File: src/rtl/ioc_pkg.sv
package ioc_pkg;
    localparam int IOC_PORT_W = 8;
    localparam int IOC_MON_LO = 4;

    typedef enum logic [1:0] {
        FLAG_HOLD  = 2'd0,
        FLAG_SET   = 2'd1,
        FLAG_CLEAR = 2'd2
    } flag_act_e;
endpackage

File: src/rtl/ioc_snap_next.sv
module ioc_snap_next #(
    parameter int W = 4
) (
    input  logic         capture,
    input  logic [W-1:0] pins,
    input  logic [W-1:0] snap_q,
    output logic [W-1:0] snap_d
);
    always_comb begin
        snap_d = capture ? pins : snap_q;
    end
endmodule

File: src/rtl/ioc_compare.sv
module ioc_compare #(
    parameter int W = 4
) (
    input  logic [W-1:0] pins,
    input  logic [W-1:0] snap,
    input  logic [W-1:0] is_input,
    output logic         differ
);
    logic [W-1:0] bit_miss;

    for (genvar i = 0; i < W; i++) begin : g_bit
        assign bit_miss[i] = is_input[i] & (pins[i] ^ snap[i]);
    end

    assign differ = |bit_miss;
endmodule

File: src/rtl/ioc_flag_next.sv
module ioc_flag_next
    import ioc_pkg::*;
(
    input  logic      flag_q,
    input  logic      set_req,
    input  logic      clr_req,
    output flag_act_e action,
    output logic      flag_d
);
    always_comb begin
        if (set_req)      action = FLAG_SET;
        else if (clr_req) action = FLAG_CLEAR;
        else              action = FLAG_HOLD;

        unique case (action)
            FLAG_SET:   flag_d = 1'b1;
            FLAG_CLEAR: flag_d = 1'b0;
            default:    flag_d = flag_q;
        endcase
    end
endmodule

File: src/rtl/port_change_detect.sv
module port_change_detect
    import ioc_pkg::*;
#(
    parameter int PORT_W = IOC_PORT_W,
    parameter int MON_LO = IOC_MON_LO
) (
    input  logic              clk,
    input  logic              rst_n,
    input  logic [PORT_W-1:0] pin_sync,
    input  logic [PORT_W-1:0] dir_in,
    input  logic              port_rd,
    input  logic              port_wr,
    input  logic              flag_clr,
    input  logic              irq_en,
    output logic              chg_flag,
    output logic              chg_irq,
    output logic              wake_req
);
    localparam int MON_W = PORT_W - MON_LO;

    typedef struct packed {
        logic [MON_W-1:0] snap;
        logic             flag;
    } state_t;

    state_t    st_q, st_d;
    logic      differ;
    logic      access;
    logic      flag_nx;
    logic [MON_W-1:0] snap_nx;
    flag_act_e act;

    wire [MON_W-1:0] pin_mon = pin_sync[PORT_W-1:MON_LO];
    wire [MON_W-1:0] dir_mon = dir_in[PORT_W-1:MON_LO];

    assign access = port_rd | port_wr;

    ioc_snap_next #(.W(MON_W)) u_snap (
        .capture (access),
        .pins    (pin_mon),
        .snap_q  (st_q.snap),
        .snap_d  (snap_nx)
    );

    ioc_compare #(.W(MON_W)) u_cmp (
        .pins     (pin_mon),
        .snap     (st_q.snap),
        .is_input (dir_mon),
        .differ   (differ)
    );

    ioc_flag_next u_flag (
        .flag_q  (st_q.flag),
        .set_req (differ),
        .clr_req (flag_clr),
        .action  (act),
        .flag_d  (flag_nx)
    );

    always_comb begin
        st_d      = st_q;
        st_d.snap = snap_nx;
        st_d.flag = flag_nx;
    end

    always_ff @(posedge clk) begin
        if (!rst_n) begin
            st_q.snap <= pin_mon;
            st_q.flag <= 1'b0;
        end else begin
            st_q <= st_d;
        end
    end

    assign chg_flag = st_q.flag;
    assign chg_irq  = st_q.flag & irq_en;
    assign wake_req = differ & irq_en;
endmodule

File: config.mk
export PLATFORM = sky130hd
export DESIGN_NAME = port_change_detect
export DESIGN_NICKNAME = d
export VERILOG_FILES = /design/src/rtl/ioc_pkg.sv /design/src/rtl/ioc_snap_next.sv /design/src/rtl/ioc_compare.sv /design/src/rtl/ioc_flag_next.sv /design/src/rtl/port_change_detect.sv
export SDC_FILE = /design/constraint.sdc
export NUM_CORES = 1
export LEC_CHECK = 0
export BUFFER_PORTS_ARGS = -buffer_cell sky130_fd_sc_hd__buf_2
export CAP_MARGIN = 10
export CORE_AREA = 3 3 40 42
export DETAILED_ROUTE_END_ITERATION = 16
export DIE_AREA = 0 0 43 45
export GPL_ROUTABILITY_DRIVEN = 0
export PLACE_DENSITY = 0.5
export SYNTH_ARGS = -nofsm -noshare
export SYNTH_HDL_FRONTEND = slang
export SYNTH_SLANG_ARGS = --single-unit
File: constraint.sdc
create_clock -name clk -period 1.2 [get_ports clk]
set_input_delay 0.06 -clock clk [delete_from_list [all_inputs] [get_ports clk]]
set_output_delay 0.06 -clock clk [all_outputs]
set_load 0.1 [all_outputs]
==> flow_summary_export.csv, run 1 <==
group,metric,value,unit
die,die_area,1940,um2
finish,fillers,141,
sta,drv_slew,0,
sta,tightestPinTransition,0.487,ns
sta,hold_viol,0,
clock_network,insertion_delay,0.24,ns
clock_network,cts_buffers,3,
outcome,status,"complete, but fails checks",
finish,seq_area,141,um2
sta,setup_viol,1,
die,io-pin-count,25,
die,fp.dieW,43,um
clock_network,cts_tree,"built",
clock_network,ctsHtreeMaxLevel,1,
die,die_h,45,um
critical_path,startpoint,"st_q[1]",
power_and_ir_drop,p_per_area,1440,nW/um2
finish,area_growth,86.2,%
finish,final_cell_area,422,um2
critical_path,critPathLaunchType,"register",
sta,period_share,1.11,
logic_synthesis,yosys_warnings,0,
clock_network,cts.sinks,5,
routing,vias,212,
logic_synthesis,synthCells,17,
logic_synthesis,ys_ff_latch,5,
routing,avgViaCountPerCell,4.00,
finish,multi_input_area,114,um2
outcome,violations,"setup timing",
critical_path,cp-end-kind,"output port",
routing,avgRoutedWirePerCell,11.0,um
clock_network,cts_buffer_depth,2,
sta,rsz0062_at_grt,"yes",
hold_path,hold_class,"primary input to register",
sta,max_freq,749,MHz
hold_path,holdPathEnd,"st_q[1]",
sta,fin_setup_tns,-0.136,ns
die,core,1280,um2
power_and_ir_drop,p_leak,0.190,nW
critical_path,reg2reg_to,"chg_flag",
sta,slew_headroom,0.678,
placement,port_buffers,16,
logic_synthesis,synth_top_area_share,0.530,
logic_synthesis,syn_area,226,um2
critical_path,arrival,1.28,ns
die,rows,13,
critical_path,r2r_start,"st_q[1]",
sta,skew,0.0000754,ns
logic_synthesis,synth_cell_types,10,
finish,drive_above_1_share,0.684,
clock_network,clk_pin_slew_worst_paths,0.04,ns
logic_synthesis,ys_seq_area_frac,0.619,
logic_synthesis,synth_area_leaders,"edfxtp_1, xor2_1, dfxtp_1, a22oi_1, a21boi_1",
logic_synthesis,postSynthAreaPerCell,13.3,um2
finish,diodes,0,
sta,setup_slack,-0.136,ns
critical_path,worstRegToRegCells,4,
grt,grt_pass1_wl,897,um
critical_path,reg2reg_slack,0.09,ns
finish,nets,61,
hold_path,min_from,"pin_sync[4]",
routing,drtIter0Drc,0,
logic_synthesis,synth.net_count,39,
grt,antenna_found_initial,0,
logic_synthesis,yosysTopAreaCell,"edfxtp_1",
placement,place_hpwl,486,um
grt,grt_max_degree,5,
grt,grt_overflow_total,0,
routing,drt_wl_total,585,um
critical_path,crit_type,"register to output port",
flow_run,maxCapViolCount,0,
grt,grt_pass1_vias,226,
placement,placed_cell_area,380,um2
routing,drc_errors,0,
power_and_ir_drop,irDropWorstVdd,518,uV
clock_network,cts_root_buf,"clkbuf_4",
routing,firstDrtPassIters,1,
grt,grtUsageTotal,0.0686,
critical_path,cp.required,1.14,ns
routing,ant_nets,0,
critical_path,path_max_fanout,2,
hold_path,whs_path_depth,1,
die,start_util,0.176,
sta,fin_crit,1.34,ns
flip-flops by register name (all words and copies together) (netlist names):
| name | cells |
|---|---|
| st_q | 4 |
| chg_flag | 1 |
cell usage after synthesis:
library cell,count
a21boi_1,1
edfxtp_1,4
inv_1,1
nand2b_1,1
or3_1,1
a22oi_1,2
and2_1,1
xor2_1,4
dfxtp_1,1
a31oi_1,1
worst max-delay path by stage:
stage	endpoint	slack (ns)	depth (start not counted)
global placement	wake_req	0.09	4
floorplan	wake_req	-0.08	3
finish	wake_req	-0.14	4
detailed placement	wake_req	0.09	4
global route	wake_req	-0.20	4
CTS	wake_req	-0.16	4
cell usage in the layout, fill, tap and decap left out:
| cell | netlist | routed |
|---|---|---|
| or3_1 | 1 | 1 |
| buf_4 | 0 | 1 |
| clkbuf_4 | 0 | 3 |
| xor2_1 | 4 | 3 |
| buf_2 | 0 | 14 |
| clkbuf_1 | 0 | 1 |
| and2_4 | 0 | 1 |
| a31oi_1 | 1 | 1 |
| a21boi_4 | 0 | 1 |
| nand2b_1 | 1 | 1 |
| inv_1 | 1 | 1 |
| buf_12 | 0 | 2 |
| edfxtp_1 | 4 | 4 |
| dfxtp_2 | 0 | 1 |
| xor2_2 | 0 | 1 |
| a22oi_2 | 0 | 2 |
critical path: stages (launching register included):
cell,delay (ns)
edfxtp_1,0.37
xor2_1,0.16
a22oi_2,0.24
a21boi_4,0.09
buf_12,0.17
where the power goes:
part / total, mW / internal (mW) / switching [mW]
registers: 0.215 / 0.206 / 0.00890
logic: 0.196 / 0.0755 / 0.120
clock network: 0.195 / 0.126 / 0.0697
metrics by stage:
step                      hold WS (ns)  total power [mW]  std cells  utilization  setup WS (ns)
after CTS                      0.00761             0.623         53        0.322         -0.159
after global routing            0.0109             0.641         53        0.328         -0.197
after floorplan                  0.159             0.340         17            -        -0.0849
after global placement           0.266             0.402         48        0.296         0.0872
after detailed placement         0.269             0.406         48        0.296         0.0869
final                           0.0226             0.606         53        0.328         -0.136
cell families after synthesis:
family / count (synthesis) / share of synthesized area
AO/OA/AOI/OAI: 4 / 0.127
flip-flops: 5 / 0.619
buffers and inverters: 1 / 0.0166
XOR/XNOR: 4 / 0.155
AND/OR/NAND/NOR: 3 / 0.0829
timing repair:
action	4_1_cts	5_1_grt
hold buffers	0	0
setup endpoints to repair	1	1
resized for setup	0	1
setup buffers	1	0
pin swaps	4	1
metal layers:
metal,up-vias,wire [um],global-route usage
li1,102,-,-
met1,99,203,0.0538
met2,11,325,0.120
met3,0,56,0.0319
met4,0,0,0.0723
met5,-,0,0
area by class of cell:
class / count / area share
Multi-Input combinational cell: 11 / 0.270
Tap cell: 15 / 0.0445
Sequential cell: 5 / 0.335
Clock buffer: 4 / 0.0623
Inverter: 1 / 0.00890
Timing Repair Buffer: 17 / 0.279
(Power assumes the default switching activity.)
==> inputs of run 2 (changes only) <==
--- a/config.mk
+++ b/config.mk
@@ -7,11 +7,13 @@
 export LEC_CHECK = 0
 export BUFFER_PORTS_ARGS = -buffer_cell sky130_fd_sc_hd__buf_2
 export CAP_MARGIN = 10
+export CELL_PAD_IN_SITES_DETAIL_PLACEMENT = 0
+export CELL_PAD_IN_SITES_GLOBAL_PLACEMENT = 1
 export CORE_AREA = 3 3 40 42
 export DETAILED_ROUTE_END_ITERATION = 16
 export DIE_AREA = 0 0 43 45
 export GPL_ROUTABILITY_DRIVEN = 0
-export PLACE_DENSITY = 0.5
+export PLACE_DENSITY = 0.66
 export SYNTH_ARGS = -nofsm -noshare
 export SYNTH_HDL_FRONTEND = slang
 export SYNTH_SLANG_ARGS = --single-unit
==> flow_summary_export.csv, run 2 (same netlist as run 1, synthesis figures left out) <==
group,metric,value,unit
finish,drive_above_1_share,0.667,
clock_network,cts.repair.resized,0,
critical_path,path_max_fanout,2,
clock_network,ctsHtreeMaxLevel,1,
power_and_ir_drop,p_total,610,uW
sta,slew_headroom,0.680,
routing,drt_wl_total,530,um
power_and_ir_drop,p_per_area,1450,nW/um2
clock_network,cts.sinks,5,
sta,setup_slack,-0.141,ns
finish,diodes,0,
clock_network,cts_hold_buffers,0,
routing,drtIter0Drc,2,
finish,nets,62,
routing,avgViaCountPerCell,3.83,
critical_path,cp.required,1.14,ns
grt,antenna_found_initial,0,
grt,grt_pass1_vias,239,
power_and_ir_drop,p_leak,0.193,nW
hold_path,min_from,"pin_sync[6]",
critical_path,critPathSlowestCell,"edfxtp_1",
critical_path,path_cells,"xor2_1 > a22oi_2 > a21boi_4 > buf_12",
critical_path,cp_top_family,"flip-flops",
clock_network,insertion_delay,0.24,ns
sta,skew,0.00221,ns
critical_path,cp-end-kind,"output port",
routing,vias,207,
grt,use_met1,0.0900,
die,rows,13,
finish,mostFrequentLayoutCell,"buf_2",
sta,period_share,1.12,
grt,use_met2,0.0928,
die,die_h,45,um
die,core,1280,um2
finish,final_cell_mix,"buf_2, xor2_1, edfxtp_1, clkbuf_4",
routing,ant_nets,0,
critical_path,startpoint,"st_q[2]",
grt,use_met3,0.0279,
grt,grt_max_degree,5,
critical_path,cpPeakStageDelay,0.37,ns
sta,drv_slew,0,
routing,firstDrtPassIters,2,
die,io-pin-count,25,
power_and_ir_drop,irDropWorstVdd,629,uV
grt,grtUsageTotal,0.0727,
clock_network,cts_buffers,3,
die,fp.dieW,43,um
sta,tightestPinTransition,0.483,ns
grt,busiest_layer,"met2",
die,start_util,0.176,
placement,place_hpwl,420,um
finish,largest_reg_flops,4,
placement,port_buffers,16,
clock_network,clk_pin_slew_worst_paths,0.05,ns
critical_path,arrival,1.28,ns
clock_network,cts_root_buf,"clkbuf_4",
routing,avgRoutedWirePerCell,9.81,um
outcome,violations,"setup timing",
sta,rsz0062_at_grt,"yes",
grt,grt_pass1_wl,986,um
finish,largest_register,"st_q",
critical_path,crit_buf_inv,1,
grt,grt_overflow_total,0,
routing,drc_errors,0,
sta,max_freq,746,MHz
finish,fin_util,0.328,
critical_path,r2r_start,"st_q[2]",
finish,area_growth,86.2,%
flow_run,maxCapViolCount,0,
placement,place_ws,0.0868,ns
hold_path,hold_class,"primary input to register",
sta,hold_viol,0,
outcome,status,"complete, but fails checks",
sta,setup_viol,2,
critical_path,critPathLaunchType,"register",
sta,fin_crit,1.34,ns
clock_network,cts_buffer_depth,2,
critical_path,crit_type,"register to output port",
clock_network,cts_tree,"built",
die,die_area,1940,um2
==> run 2: cell types whose count changed in the layout (fill, tap and decap cells not counted) <==
cell,change
buf_4,+1
xor2_1,+1
xor2_2,-1
==> run 2: final timing paths <==
| kind | endpoint | slack, ns | depth (start not counted) |
|---|---|---|---|
| worst max-delay path | wake_req | -0.14 | 4 |
| worst min-delay path | st_q[3] | 0.02 | 1 |
| worst max register to register | chg_flag | -0.02 | 5 |
| worst min register to register | chg_flag | 0.51 | 2 |
==> run 2: power breakdown <==
part | internal [mW] | total (mW) | leakage, nW | switching (mW)
sequential | 0.206 | 0.213 | 0.0501 | 0.00790
clock | 0.126 | 0.197 | 0.0150 | 0.0707
combinational | 0.0797 | 0.200 | 0.128 | 0.121
==> run 2: timing repair <==
item	CTS	global route
buffers inserted	1	1
endpoints found under the setup margin	1	2
pin swaps	2	0
gates cloned	0	0
==> run 2: cell type report <==
type / instances / area, um2
fill: 129 / 863
sequential: 5 / 141
timing repair buffer: 18 / 125
multi-input combinational: 11 / 106
clock buffer: 4 / 26.3
tap: 15 / 18.8
inverter: 1 / 3.75
==> run 2: per-stage QoR <==
stage,TNS (ns),instance area [um2],std cells,hold WS [ns]
2_1_floorplan,-0.0849,251,17,0.159
3_3_place_gp,0,380,48,0.263
3_5_place_dp,0,380,48,0.268
4_1_cts,-0.160,414,53,0.0132
5_1_grt,-0.308,422,54,0.0180
6_report,-0.157,422,54,0.0195
==> run 2: per-layer routing <==
layer	up-vias	part of all wire	wire length (um)
met1	84	0.45	241
li1	105	-	-
met4	0	0.013	7
met3	2	0.15	80
met2	16	0.38	200
met5	-	0	0
==> inputs of run 3 (changes only) <==
--- a/config.mk
+++ b/config.mk
@@ -5,15 +5,16 @@
 export SDC_FILE = /design/constraint.sdc
 export NUM_CORES = 1
 export LEC_CHECK = 0
+export ABC_AREA = 1
 export BUFFER_PORTS_ARGS = -buffer_cell sky130_fd_sc_hd__buf_2
 export CAP_MARGIN = 10
 export CELL_PAD_IN_SITES_DETAIL_PLACEMENT = 0
 export CELL_PAD_IN_SITES_GLOBAL_PLACEMENT = 1
-export CORE_AREA = 3 3 40 42
+export CORE_MARGIN = 3
+export CORE_UTILIZATION = 20
 export DETAILED_ROUTE_END_ITERATION = 16
-export DIE_AREA = 0 0 43 45
 export GPL_ROUTABILITY_DRIVEN = 0
-export PLACE_DENSITY = 0.66
+export PLACE_DENSITY = 0.74
 export SYNTH_ARGS = -nofsm -noshare
 export SYNTH_HDL_FRONTEND = slang
 export SYNTH_SLANG_ARGS = --single-unit
==> flow_summary_export.csv, run 3 <==
group,metric,value,unit
outcome,status,"complete, but fails checks",
outcome,violations,"setup timing",
logic_synthesis,yosysTopAreaCell,"edfxtp_1",
finish,drive_above_1_share,0.446,
routing,ant_nets,0,
logic_synthesis,ys.flop_type,"edfxtp_1",
routing,vias,261,
finish,diodes,0,
die,rows,12,
critical_path,worstRegToRegCells,6,
grt,grtUsageTotal,0.0711,
placement,place_hpwl,432,um
die,fp.dieW,42.5,um
sta,max_freq,766,MHz
logic_synthesis,synth-edff-count,4,
logic_synthesis,postSynthAreaPerCell,7.40,um2
die,io-pin-count,25,
logic_synthesis,ys_ff_latch,5,
finish,mostFrequentLayoutCell,"buf_2",
logic_synthesis,synthCells,36,
critical_path,critPathLaunchType,"register",
grt,antenna_found_initial,0,
grt,grt_max_degree,5,
clock_network,cts_hold_buffers,0,
hold_path,min_from,"rst_n",
logic_synthesis,yosys_warnings,0,
routing,firstDrtPassIters,2,
clock_network,cts.sinks,5,
sta,skew,0.000766,ns
grt,grt_pass1_wl,924,um
sta,drv_slew,0,
routing,drc_errors,0,
finish,area_growth,66.7,%
critical_path,crit_type,"register to output port",
die,core,1170,um2
sta,hold_viol,0,
finish,fin_util,0.379,
sta,tightestPinTransition,0.485,ns
clock_network,cts_buffers,3,
logic_synthesis,synth_top_area_share,0.451,
clock_network,cts_root_buf,"clkbuf_4",
critical_path,critPathSlowestCell,"edfxtp_1",
finish,nets,79,
logic_synthesis,synth_cell_types,8,
sta,rsz0062_at_grt,"yes",
finish,largest_reg_flops,4,
routing,avgViaCountPerCell,3.73,
logic_synthesis,syn_area,267,um2
grt,grt_overflow_total,0,
hold_path,hold_class,"primary input to register",
critical_path,reg2reg_slack,0.16,ns
die,start_util,0.228,
clock_network,cts_buffer_depth,2,
critical_path,r2r_start,"st_q[4]",
finish,largest_register,"st_q",
flow_run,maxCapViolCount,0,
finish,final_cell_mix,"buf_2, nand2_1, inv_1, edfxtp_1",
die,die_area,1810,um2
clock_network,insertion_delay,0.24,ns
critical_path,path_max_fanout,2,
sta,slew_headroom,0.679,
routing,drtIter0Drc,3,
clock_network,cts_tree,"built",
sta,setup_slack,-0.105,ns
logic_synthesis,synth_most_common_cell,"nand2_1",
hold_path,whs_path_depth,3,
critical_path,arrival,1.24,ns
routing,avgRoutedWirePerCell,7.31,um
power_and_ir_drop,p_per_area,1290,nW/um2
routing,drt_wl_total,512,um
grt,grt_pass1_vias,259,
critical_path,cp-end-kind,"output port",
sta,setup_viol,1,
logic_synthesis,synth.net_count,58,
critical_path,startpoint,"st_q[4]",
critical_path,path_cells,"nand2_1 > nand2_1 > nor2_2 > nor2_2 > a21boi_4 > buf_12",
logic_synthesis,ys_seq_area_frac,0.526,
die,die_h,42.5,um
sta,fin_crit,1.30,ns
clock_network,clk_pin_slew_worst_paths,0.04,ns
critical_path,cp.required,1.14,ns
sta,fin_setup_tns,-0.105,ns
placement,port_buffers,16,
power_and_ir_drop,irDropWorstVdd,531,uV
finish,fillers,129,
clock_network,ctsHtreeMaxLevel,1,
sta,period_share,1.09,
logic_synthesis,async_reset_ff_frac,0,
logic_synthesis,synth_area_leaders,"edfxtp_1, nand2_1, inv_1, dfxtp_1, nor2_1",
logic_synthesis,ys_top_cells_by_count,"nand2_1, inv_1, nor2_1",
power_and_ir_drop,p_leak,0.235,nW
critical_path,cpPeakStageDelay,0.38,ns
==> run 3: cell count changes after synthesis, sizes merged, moves of 2 or more <==
cell   delta
nand2    +13
nand3     +3
xor2      -4
inv       +7
nor2      +6
a22oi     -2
==> run 3: layout make-up <==
class | instances | area (um2) | area share
well taps | 14 | 17.5 | 0.0394
flip-flops and latches | 5 | 144 | 0.324
multi-input cells | 23 | 113 | 0.254
inverters | 8 | 33.8 | 0.0761
repair buffers | 16 | 110 | 0.248
clock buffers | 4 | 26.3 | 0.0592
==> run 3: power by group <==
| group | total [mW] | switching [mW] | internal (mW) | leakage, nW |
|---|---|---|---|---|
| combinational | 0.173 | 0.112 | 0.0605 | 0.170 |
| clock | 0.189 | 0.0633 | 0.125 | 0.0150 |
| sequential | 0.211 | 0.00699 | 0.204 | 0.0504 |
| total | 0.573 | 0.183 | 0.390 | 0.235 |
==> run 3: final timing paths <==
path,endpoint
setup / recovery,wake_req
hold / removal,chg_flag
setup reg to reg,chg_flag
hold reg to reg,chg_flag
==> run 3: layer usage <==
metal  vias to the layer above  routed length [um]  global-route usage
met4                         0                   0              0.0373
li1                        147                   -                   -
met1                       101                 219              0.0827
met2                        13                 222              0.0942
met5                         -                   0                   0
met3                         0                  71              0.0515
==> run 3: what timing repair did <==
action                                  in CTS  in global routing
resized for setup                            0                  2
pin swaps                                    2                  2
buffers inserted                             0                  0
endpoints found under the setup margin       1                  1
==> run 3: worst max-delay path: cells and delay by family, from the launching register on <==
| family | cells | cell delay [ns] |
|---|---|---|
| flops | 1 | 0.38 |
| simple gates | 4 | 0.28 |
| buf+inv | 1 | 0.19 |
| compound gates | 1 | 0.17 |
==> run 3: through the flow <==
stage,cell area (um2),total power [mW],hold slack (ns),cells,setup slack [ns]
floorplan,285,0.326,0.157,36,-0.0625
global placement,413,0.385,0.256,66,0.121
detailed placement,413,0.386,0.262,66,0.119
CTS,439,0.581,0.0114,70,-0.131
global route,444,0.616,0.0170,70,-0.216
finish,444,0.573,0.0164,70,-0.105
==> run 3: cells by family after synthesis <==
group                  count (synthesis)  synth area share
DFF                                    5             0.526
buffers and inverters                  8             0.113
AOI/OAI and AO/OA                      1            0.0282
and+or+nand+nor                       22             0.333
